### src/rtl/fpg_pkg.sv
// Shared definitions for the flash program/erase guard.
// Assumes a 3-bit exception class code supplied by the CPU core.
package fpg_pkg;
    typedef enum logic [2:0] {
        EXC_RESET   = 3'd0,
        EXC_ILLEGAL = 3'd1,
        EXC_TRAP    = 3'd2,
        EXC_DIVZERO = 3'd3,
        EXC_IRQ     = 3'd4,
        EXC_NMI     = 3'd5,
        EXC_MISC6   = 3'd6,
        EXC_MISC7   = 3'd7
    } exc_kind_t;

    // True when an exception of this class counts as a forbidden event.
    function automatic logic exc_is_forbidden(input logic [2:0] kind);
        return !(kind == EXC_RESET || kind == EXC_ILLEGAL ||
                 kind == EXC_TRAP  || kind == EXC_DIVZERO);
    endfunction
endpackage

### src/rtl/fpg_err_latch.sv
// Sticky error flag. Assumes all event strobes are synchronous single-cycle
// pulses. A clear request takes priority over any set event.
module fpg_err_latch (
    input  logic       clk,
    input  logic       rst_n,
    input  logic       clr_i,
    input  logic       pe_active_i,
    input  logic       rd_flash_i,
    input  logic       rd_overlap_i,
    input  logic       exc_start_i,
    input  logic [2:0] exc_kind_i,
    input  logic       sleep_i,
    input  logic       bus_rel_i,
    output logic       err_o
);
    logic set_evt;

    // Collect the forbidden events seen while program/erase is running.
    always_comb begin
        set_evt = pe_active_i &&
                  ((rd_flash_i && !rd_overlap_i) ||
                   (exc_start_i && fpg_pkg::exc_is_forbidden(exc_kind_i)) ||
                   sleep_i || bus_rel_i);
    end

    // Hold the flag until a reset-class clear arrives.
    always_ff @(posedge clk) begin
        if (!rst_n)       err_o <= 1'b0;
        else if (clr_i)   err_o <= 1'b0;
        else if (set_evt) err_o <= 1'b1;
    end
endmodule

### src/rtl/fpg_erase_bank.sv
// One erase-select register. Assumes force_clr_i already merges every
// condition under which the flash must not be erasable.
module fpg_erase_bank #(
    parameter int BLK_W = 8
) (
    input  logic             clk,
    input  logic             rst_n,
    input  logic             force_clr_i,
    input  logic             wr_en_i,
    input  logic [BLK_W-1:0] wdata_i,
    output logic [BLK_W-1:0] q_o
);
    // Store software writes unless a wipe condition is present.
    always_ff @(posedge clk) begin
        if (!rst_n)           q_o <= '0;
        else if (force_clr_i) q_o <= '0;
        else if (wr_en_i)     q_o <= wdata_i;
    end
endmodule

### src/rtl/fpg_select_gate.sv
// Qualifies the merged erase selection. Assumes at most one bit may be set.
// Anything more is flagged and fully suppressed rather than arbitrated.
module fpg_select_gate #(
    parameter int N = 16
) (
    input  logic [N-1:0] sel_i,
    input  logic         protect_i,
    output logic [N-1:0] en_o,
    output logic         multi_o
);
    localparam int CNT_W = $clog2(N + 1);
    logic [CNT_W-1:0] ones;

    // Count selected blocks and gate the enables.
    always_comb begin
        ones = '0;
        for (int i = 0; i < N; i++) ones = ones + CNT_W'(sel_i[i]);
        multi_o = (ones > CNT_W'(1));
        en_o    = (protect_i || multi_o) ? '0 : sel_i;
    end
endmodule

### src/rtl/flash_pe_guard.sv
// Top of the flash program/erase guard: register decode, sticky error flag,
// erase-select banks and output gating. Assumes a single-cycle synchronous
// register bus with combinational read data.
module flash_pe_guard #(
    parameter int BLK_W     = 8,
    parameter int NUM_BANKS = 2,
    parameter int ADDR_W    = 2
) (
    input  logic                       clk,
    input  logic                       rst_n,
    input  logic                       wdog_rst_i,
    input  logic                       hw_stby_i,
    input  logic                       sw_stby_i,
    input  logic                       wen_pin_i,
    input  logic                       swe_i,
    input  logic                       pe_active_i,
    input  logic                       rd_flash_i,
    input  logic                       rd_overlap_i,
    input  logic                       exc_start_i,
    input  logic [2:0]                 exc_kind_i,
    input  logic                       sleep_i,
    input  logic                       bus_rel_i,
    input  logic [ADDR_W-1:0]          addr_i,
    input  logic                       wr_i,
    input  logic [BLK_W-1:0]           wdata_i,
    output logic [BLK_W-1:0]           rdata_o,
    output logic [NUM_BANKS*BLK_W-1:0] erase_en_o,
    output logic                       protect_o,
    output logic                       multi_sel_o
);
    localparam int SEL_W = NUM_BANKS * BLK_W;

    logic                 err_q;
    logic                 err_clr;
    logic                 bank_clr;
    logic [SEL_W-1:0]     sel_all;
    logic [BLK_W-1:0]     bank_q [NUM_BANKS];

    // Reset-class clears for the flag; wider wipe set for the banks.
    always_comb begin
        err_clr   = wdog_rst_i || hw_stby_i;
        bank_clr  = err_clr || sw_stby_i || !wen_pin_i || !swe_i;
        protect_o = err_q || !wen_pin_i;
    end

    fpg_err_latch u_err (
        .clk          (clk),
        .rst_n        (rst_n),
        .clr_i        (err_clr),
        .pe_active_i  (pe_active_i),
        .rd_flash_i   (rd_flash_i),
        .rd_overlap_i (rd_overlap_i),
        .exc_start_i  (exc_start_i),
        .exc_kind_i   (exc_kind_i),
        .sleep_i      (sleep_i),
        .bus_rel_i    (bus_rel_i),
        .err_o        (err_q)
    );

    for (genvar k = 0; k < NUM_BANKS; k++) begin : g_bank
        fpg_erase_bank #(.BLK_W(BLK_W)) u_bank (
            .clk         (clk),
            .rst_n       (rst_n),
            .force_clr_i (bank_clr),
            .wr_en_i     (wr_i && (addr_i == ADDR_W'(k + 1))),
            .wdata_i     (wdata_i),
            .q_o         (bank_q[k])
        );
        assign sel_all[k*BLK_W +: BLK_W] = bank_q[k];
    end

    fpg_select_gate #(.N(SEL_W)) u_gate (
        .sel_i     (sel_all),
        .protect_i (protect_o),
        .en_o      (erase_en_o),
        .multi_o   (multi_sel_o)
    );

    // Read mux: status at 0, banks from 1 upward, zero elsewhere.
    always_comb begin
        rdata_o = '0;
        if (addr_i == '0) rdata_o[BLK_W-1] = err_q;
        for (int k = 0; k < NUM_BANKS; k++)
            if (addr_i == ADDR_W'(k + 1)) rdata_o = bank_q[k];
    end
endmodule

### config.mk
export PLATFORM = sky130hd
export DESIGN_NAME = flash_pe_guard
export DESIGN_NICKNAME = d
export VERILOG_FILES = /design/src/rtl/fpg_pkg.sv /design/src/rtl/fpg_err_latch.sv /design/src/rtl/fpg_erase_bank.sv /design/src/rtl/fpg_select_gate.sv /design/src/rtl/flash_pe_guard.sv
export SDC_FILE = /design/constraint.sdc
export NUM_CORES = 1
export LEC_CHECK = 0
export BUFFER_PORTS_ARGS = -buffer_cell sky130_fd_sc_hd__buf_2
export CAP_MARGIN = 10
export CORE_ASPECT_RATIO = 1.25
export CORE_MARGIN = 2
export CORE_UTILIZATION = 52
export DETAILED_ROUTE_END_ITERATION = 16
export PLACE_DENSITY = 0.95
export SLEW_MARGIN = 25
export SYNTH_ARGS = -nofsm -noshare
export SYNTH_HDL_FRONTEND = slang
export SYNTH_SLANG_ARGS = --single-unit
### constraint.sdc
create_clock -name clk -period 7.1 [get_ports clk]
set_input_delay 0.355 -clock clk [delete_from_list [all_inputs] [get_ports clk]]
set_output_delay 0.355 -clock clk [all_outputs]
set_load 0.02 [all_outputs]
==> metrics.md, run 1 <==
| Metric | Value |
|---|---|
| Core area | approximately 0.0025 mm2 |
| Vias | approximately 1300 |
| Fin. max-slew vios | 0 |
| Leakage power | between 0.6 and 0.7 nW |
| Area share of the largest cell type after synthesis | 25.3% |
| Synth area leader | dfxtp_1 |
| DRC viols | 0 |
| Full die area | 0.00301 mm2 |
| Net Count, Synth | approximately 200 |
| Routability congestion estimate | 0.819 |
| Min-Delay Path Class | in -> reg |
| Clock Path Buffers | 2 |
| Starting Density | a little over half |
| Synth Warn # | 0 |
| Minimum clock period | 5.16 ns |
| Clk_lat worst skew | 0.30 ns |
| R2r setup slk | roughly 6.4 ns |
| WL met2 | around 1600 um |
| Worst Path Arrival | between 4 and 5 ns |
| VDD IR max | a little over 0.00009 V |
| Drt wl/cell | between 10 and 15 um |
| FFs w/ async S/R, synth | 0% |
| CTS Hold Bufs | 0 |
| I/O pin cnt | 53 |
| # diodes | 0 |
| WL met3 | ~220 um |
| Setup TNS | 0 ns |
| Critical path endpoint category | output port |
| Initial DRC count | 52 |
| Setup bufs post-CTS | 0 |
| Vias in the first global route | 1221 |
| Max_slew headroom | a little over two fifths |
| Post-Syn Area | approximately 0.0013 mm2 |
| CP required | between 6 and 7 ns |
| Vias/cell | 5.47 |
| Max FO, Critical Path | 17 |
| WHS Path Cells | 3 |
| TritonRoute pass-1 iters | 4 |
| Clock sink total | 17 |
| Synth cell types | 32 |
| Die width | between 40 and 50 um |
| Most used DFF post-synth | dfxtp_1 |
| Site Rows | 20 |
| Initial antenna violation count | 0 |
| Top layer in use | met4 |
| Fraction of layout cells with a size suffix above 1 | between 30% and 40% |
| Most frequent cell after synthesis | nand2_1 |
| Clk_skew | 0 ns |
| Register-to-Register Path Depth | 2 |
| Final nets | between 200 and 250 |
| Clock-pin slew on the worst setup and hold paths | 0.10 ns |
| Mean Syn Cell Area | between 8 and 9 um2 |
| Status | finished, final reports clean |
| Synth area leaders | dfxtp_1, fa_1, nand2_1 |
| DP Wirelength | 2440 um |
| Max Cap Viol | 0 |
| Final count of negative-setup-slack endpoints | 0 |
| Routed Antenna Nets | 0 |
| Total GRT Usage | a little over a fifth |
| Die H | slightly above 60 um |
| Total global routing overflow | 0 |
| Post-synth EDFFs | 0 |
| Final WL | 3000 um |
| Fin. Hold Viols | 0 |
| Metal-1 WL | 1160 um |
| H-Tree Depth | 1 |
| Register area share after synthesis | approximately a quarter |
| Power per cell area | between 100 and 150 mW/mm2 |
| Post-CTS resize count | 0 |
| First-pass GRT wire length | between 5000 and 6000 um |
| PortBufs | 50 |
| Synth cell count leaders | nand2_1, inv_1, dfxtp_1 |
| Yosys reg bits | 17 |
| Total CTS buffers | 3 |
| Worst Tran Pin Value | approximately 0.87 ns |
| Layout area overhead | 19.7% |
| Max Freq | 0.194 GHz |
| Root buffer cell | clkbuf_4 |
| Gate Count Post-Synth | 159 |
| Crit Path Category | reg -> out |
| Startpoint types | flop |
| Largest net degree at the start of global routing | 19 |
| RSZ-0062 raised after global routing | false |
| Final cycle utilization of the critical path | between 70% and 80% |
| Final core occ | around 66% |
| TritonCTS clock tree | yes |
==> stage by stage <==
stage	instances	area, um2	setup slack (ns)	hold slack (ns)	total power, mW
6_report	237	1610	1.94	0.304	0.170
4_1_cts	237	1600	1.93	0.311	0.168
3_3_place_gp	233	1580	2.32	0.459	0.118
2_1_floorplan	159	1340	2.58	0.449	0.110
5_1_grt	237	1610	1.68	0.307	0.175
3_5_place_dp	233	1580	2.25	0.461	0.119
==> final timing paths <==
| kind | startpoint | end |
|---|---|---|
| min | hw_stby_i | u_err.err_o |
| max reg2reg | g_bank[0].u_bank.q_o[3] | g_bank[0].u_bank.q_o[3] |
| max | g_bank[0].u_bank.q_o[0] | multi_sel_o |
| min reg2reg | g_bank[1].u_bank.q_o[1] | g_bank[1].u_bank.q_o[1] |
==> logic make-up (layout without fill, tap and decap cells) <==
family	Yosys count	after routing	synth area share, %
buffers and inverters	31	76	10.3
muxes	1	1	0.746
adders and majority gates	15	15	19.6
AOI/OAI and AO/OA	28	28	14.9
DFF	17	17	25.3
and+or+nand+nor	67	67	29.1
==> metal layers <==
layer | vias up | GRT usage (%)
li1 | 631 | -
met1 | 588 | 24.9
met2 | 72 | 41.1
met3 | 5 | 1.72
met4 | 0 | 9.13
met5 | - | 0
==> flip-flops by register name (all words and copies together) (netlist names) <==
register and flops:
g_bank.u_bank.q_o 16, u_err.err_o 1
==> power by group <==
| part | switching, mW | leakage (nW) | internal (mW) | total (mW) |
|---|---|---|---|---|
| registers | 0.000184 | 0.137 | 0.0955 | 0.0957 |
| logic | 0.0129 | 0.529 | 0.00836 | 0.0212 |
| clock network | 0.0307 | 0.0150 | 0.0219 | 0.0526 |
| total | 0.0437 | 0.681 | 0.126 | 0.170 |
==> worst max-delay path, stage by stage (launching register included) <==
cell and delay, ns:
dfxtp_1 0.35, ha_1 0.29, inv_1 0.07, fa_1 0.43, fa_1 0.51, fa_1 0.54, fa_1 0.42, inv_1 0.08
fa_1 0.17, inv_1 0.06, fa_1 0.37, nor2b_1 0.15, a31oi_2 0.69, or2_2 0.23, buf_2 0.15
==> final cells by class <==
| cell class | count | area [um2] |
|---|---|---|
| Fill cell | 232 | 846 |
| Clock buffer | 4 | 26.3 |
| Timing Repair Buffer | 50 | 250 |
| Inverter | 22 | 82.6 |
| Tap cell | 33 | 41.3 |
| Multi-Input combinational cell | 111 | 866 |
| Sequential cell | 17 | 340 |
==> layout by cell type, fill, tap and decap left out, drive strengths merged <==
master,n
nor3b,1
nand4b,1
and2b,2
nand2,23
clkbuf,4
or2,1
nand2b,1
nor2,2
buf,50
o21a,1
dfxtp,17
a21boi,1
nor4,12
a22o,7
nand3b,2
nor3,4
fa,10
nor2b,2
nand3,16
a21oi,16
mux2i,1
o21ai,1
ha,5
a31oi,1
a211oi,1
inv,22
Note: power is estimated with default switching activity, not from simulation.
==> run 2: changes to the inputs <==
- CORE_UTILIZATION: 52 -> 48
- PLACE_DENSITY: 0.95 -> 0.9
- clock period: 7.1 -> 5 ns (I/O delays scaled with it)
==> run 2 against run 1 <==
Global-route usage shrank 0.27 points. Critical path depth is the same. Register-to-register slack lost 2.1 ns. First-iteration DRC count shrank 52%. Die area grew 7.7%. Sequential share of layout area shrank 0.92 points. Final area grew 4.9%. Power grew 40%. Critical endpoint unchanged.
==> metrics.md, run 2 (synthesis gave the netlist of run 1 again) <==
| Metric | Value |
|---|---|
| Min-Delay Path Class | in -> reg |
| CTS Hold Bufs | 0 (unchanged) |
| Final core occ | 62.9% (-2.6 points) |
| Total global routing overflow | 0 (unchanged) |
| VDD IR max | 0.000128 V (+39%) |
| Clk_skew | 0 ns (unchanged) |
| DRC viols | 0 (unchanged) |
| Layout area overhead | 25.5% |
| Highest-count cells in the layout ignoring fill and taps | buf_2, inv_1, nand2_1, nand3_1, dfxtp_1 |
| TritonCTS clock tree | yes |
| Top Registers | g_bank.u_bank.q_o (16), u_err.err_o (1) |
| Largest Register | g_bank.u_bank.q_o |
| Die width | 51.3 um (+3.8%) |
| Total CTS buffers | 3 (unchanged) |
| Die H | 63.1 um (+3.8%) |
| Initial DRC count | 25 (-52%) |
| Site Rows | 21 (+5.0%) |
| Power per cell area | 141 mW/mm2 (+34%) |
| Leading cell type in the layout, fill and taps excluded | buf_2 |
| Startpoint types | flop |
| TritonRoute pass-1 iters | 4 (unchanged) |
| Critical path endpoint category | output port |
| Max reg flops | 16 (unchanged) |
| Minimum clock period | 4.84 ns |
| Max Cap Viol | 0 (unchanged) |
| Vias in the first global route | 1240 (+1.6%) |
| Clk_lat worst skew | 0.29 ns (about the same) |
| Clock-pin slew on the worst setup and hold paths | 0.09 ns (about the same) |
| First-pass GRT wire length | 5370 um (+7.2%) |
| Fin. max-slew vios | 0 (unchanged) |
| Total GRT Usage | 21.2% (-0.27 points) |
| Max Freq | between 0.2 and 0.25 GHz |
| Initial antenna violation count | 0 (unchanged) |
| PortBufs | 50 (unchanged) |
| # diodes | 0 (unchanged) |
| Max_slew headroom | 58.4% (+17 points) |
| Fin. Hold Viols | 0 (unchanged) |
| Routability congestion estimate | 0.778 (-4.9%) |
| Setup bufs post-CTS | 0 (unchanged) |
| Drt wl/cell | 13.5 um (+7.0%) |
| Routed Antenna Nets | 0 (unchanged) |
| Starting Density | 50.1% (-4.7 points) |
| CP required | 4.75 ns (-1.99 ns) |
| Max FO, Critical Path | 8 (-9) |
| CP max stage cell | fa_1 |
| Fraction of layout cells with a size suffix above 1 | 38.8% (+4.5 points) |
| H-Tree Depth | 1 (unchanged) |
| Vias | 1298 (+0.15%) |
| Root buffer cell | clkbuf_4 |
| Crit-path max cell delay | 0.54 ns (-0.15 ns) |
| Final nets | 249 (+0.81%) |
| Worst Tran Pin Value | 0.621 ns (-0.251 ns) |
| Crit Path Category | reg -> out |
| Status | finished, final reports clean |
| Post-Place Cell Area | 0.00159 mm2 (+0.56%) |
| Largest net degree at the start of global routing | 19 (unchanged) |
| DP Wirelength | 2530 um (+3.8%) |
| Finished Cell Area | 0.00169 mm2 (+4.9%) |
| Clock sink total | 17 (unchanged) |
| I/O pin cnt | 53 (unchanged) |
| Cell Chain, Critical Path | ha_1 -> inv_1 -> fa_1 -> fa_1 -> fa_1 -> fa_1 -> inv_1 -> fa_1 -> inv_1 -> fa_1 -> nor2b_4 -> a31oi_2 -> or2_2 -> buf_2 |
| R2r setup slk | 4.29 ns (-2.06 ns) |
| Leakage power | 0.703 nW (+3.2%) |
| Crit-path leading delay family | adder cells |
| Final count of negative-setup-slack endpoints | 0 (unchanged) |
| Most used cell, CP | fa_1 |
| Final cycle utilization of the critical path | between 90 and 100% |
| Full die area | 0.00324 mm2 (+7.7%) |
| Vias/cell | 5.41 (-1.1%) |
| CP Buf/Inv Count | 4 (unchanged) |
| Core area | 0.00268 mm2 (+9.3%) |
| Setup TNS | 0 ns (unchanged) |
| Final WL | 3240 um (+8.3%) |
| Worst Path Arrival | 4.59 ns (-0.22 ns) |
| Clock Path Buffers | 2 (unchanged) |
## run 2: what timing repair did
item | CTS | global route
cloned | 0 | 1
pin swaps | 0 | 1
setup endpoints to repair | 17 | 17
gates resized for setup | 1 | 11
hold endpoints to repair | 0 | 0
## run 2: metrics by stage
stage,total power [mW],setup slack [ns],instances,hold slack [ns]
CTS,0.239,0.0840,239,0.216
global placement,0.168,0.336,235,0.458
floorplan,0.157,0.584,159,0.397
detailed placement,0.169,0.230,235,0.469
global route,0.246,-0.0103,240,0.220
finish,0.238,0.155,240,0.215
## run 2: area by class of cell
cell class | count | area (um2)
inverters | 22 | 82.6
flip-flops and latches | 17 | 342
fillers | 237 | 995
well taps | 34 | 42.5
multi-input cells | 112 | 935
repair buffers | 51 | 258
clock buffers | 4 | 26.3
## run 2: worst paths after layout
path,startpoint,end,cells past startpoint
worst max-delay path,g_bank[0].u_bank.q_o[0],multi_sel_o,14
worst min-delay path,wdata_i[7],g_bank[0].u_bank.q_o[7],3
worst max register to register,g_bank[0].u_bank.q_o[3],g_bank[0].u_bank.q_o[3],2
worst min register to register,g_bank[1].u_bank.q_o[1],g_bank[1].u_bank.q_o[1],2
## run 2: worst register-to-register path, cell delays in order (launching register included)
cell and delay [ns]:
dfxtp_1 0.43, nand2_1 0.07, a21oi_1 0.14
## run 2: power breakdown
part	switching, mW	internal, mW
sequential	0.000253	0.136
clock	0.0399	0.0310
combinational	0.0188	0.0119
total	0.0590	0.179
## run 2: routing by layer
metal | share of wire (%) | wire length, um | GRT usage, % | up-vias
met5 | 0 | 0 | 0 | -
met4 | 2.5 | 80 | 7.24 | 0
met3 | 6.8 | 221 | 2.13 | 9
met2 | 52 | 1690 | 38.5 | 55
met1 | 39 | 1260 | 25.4 | 596
li1 | - | - | - | 638
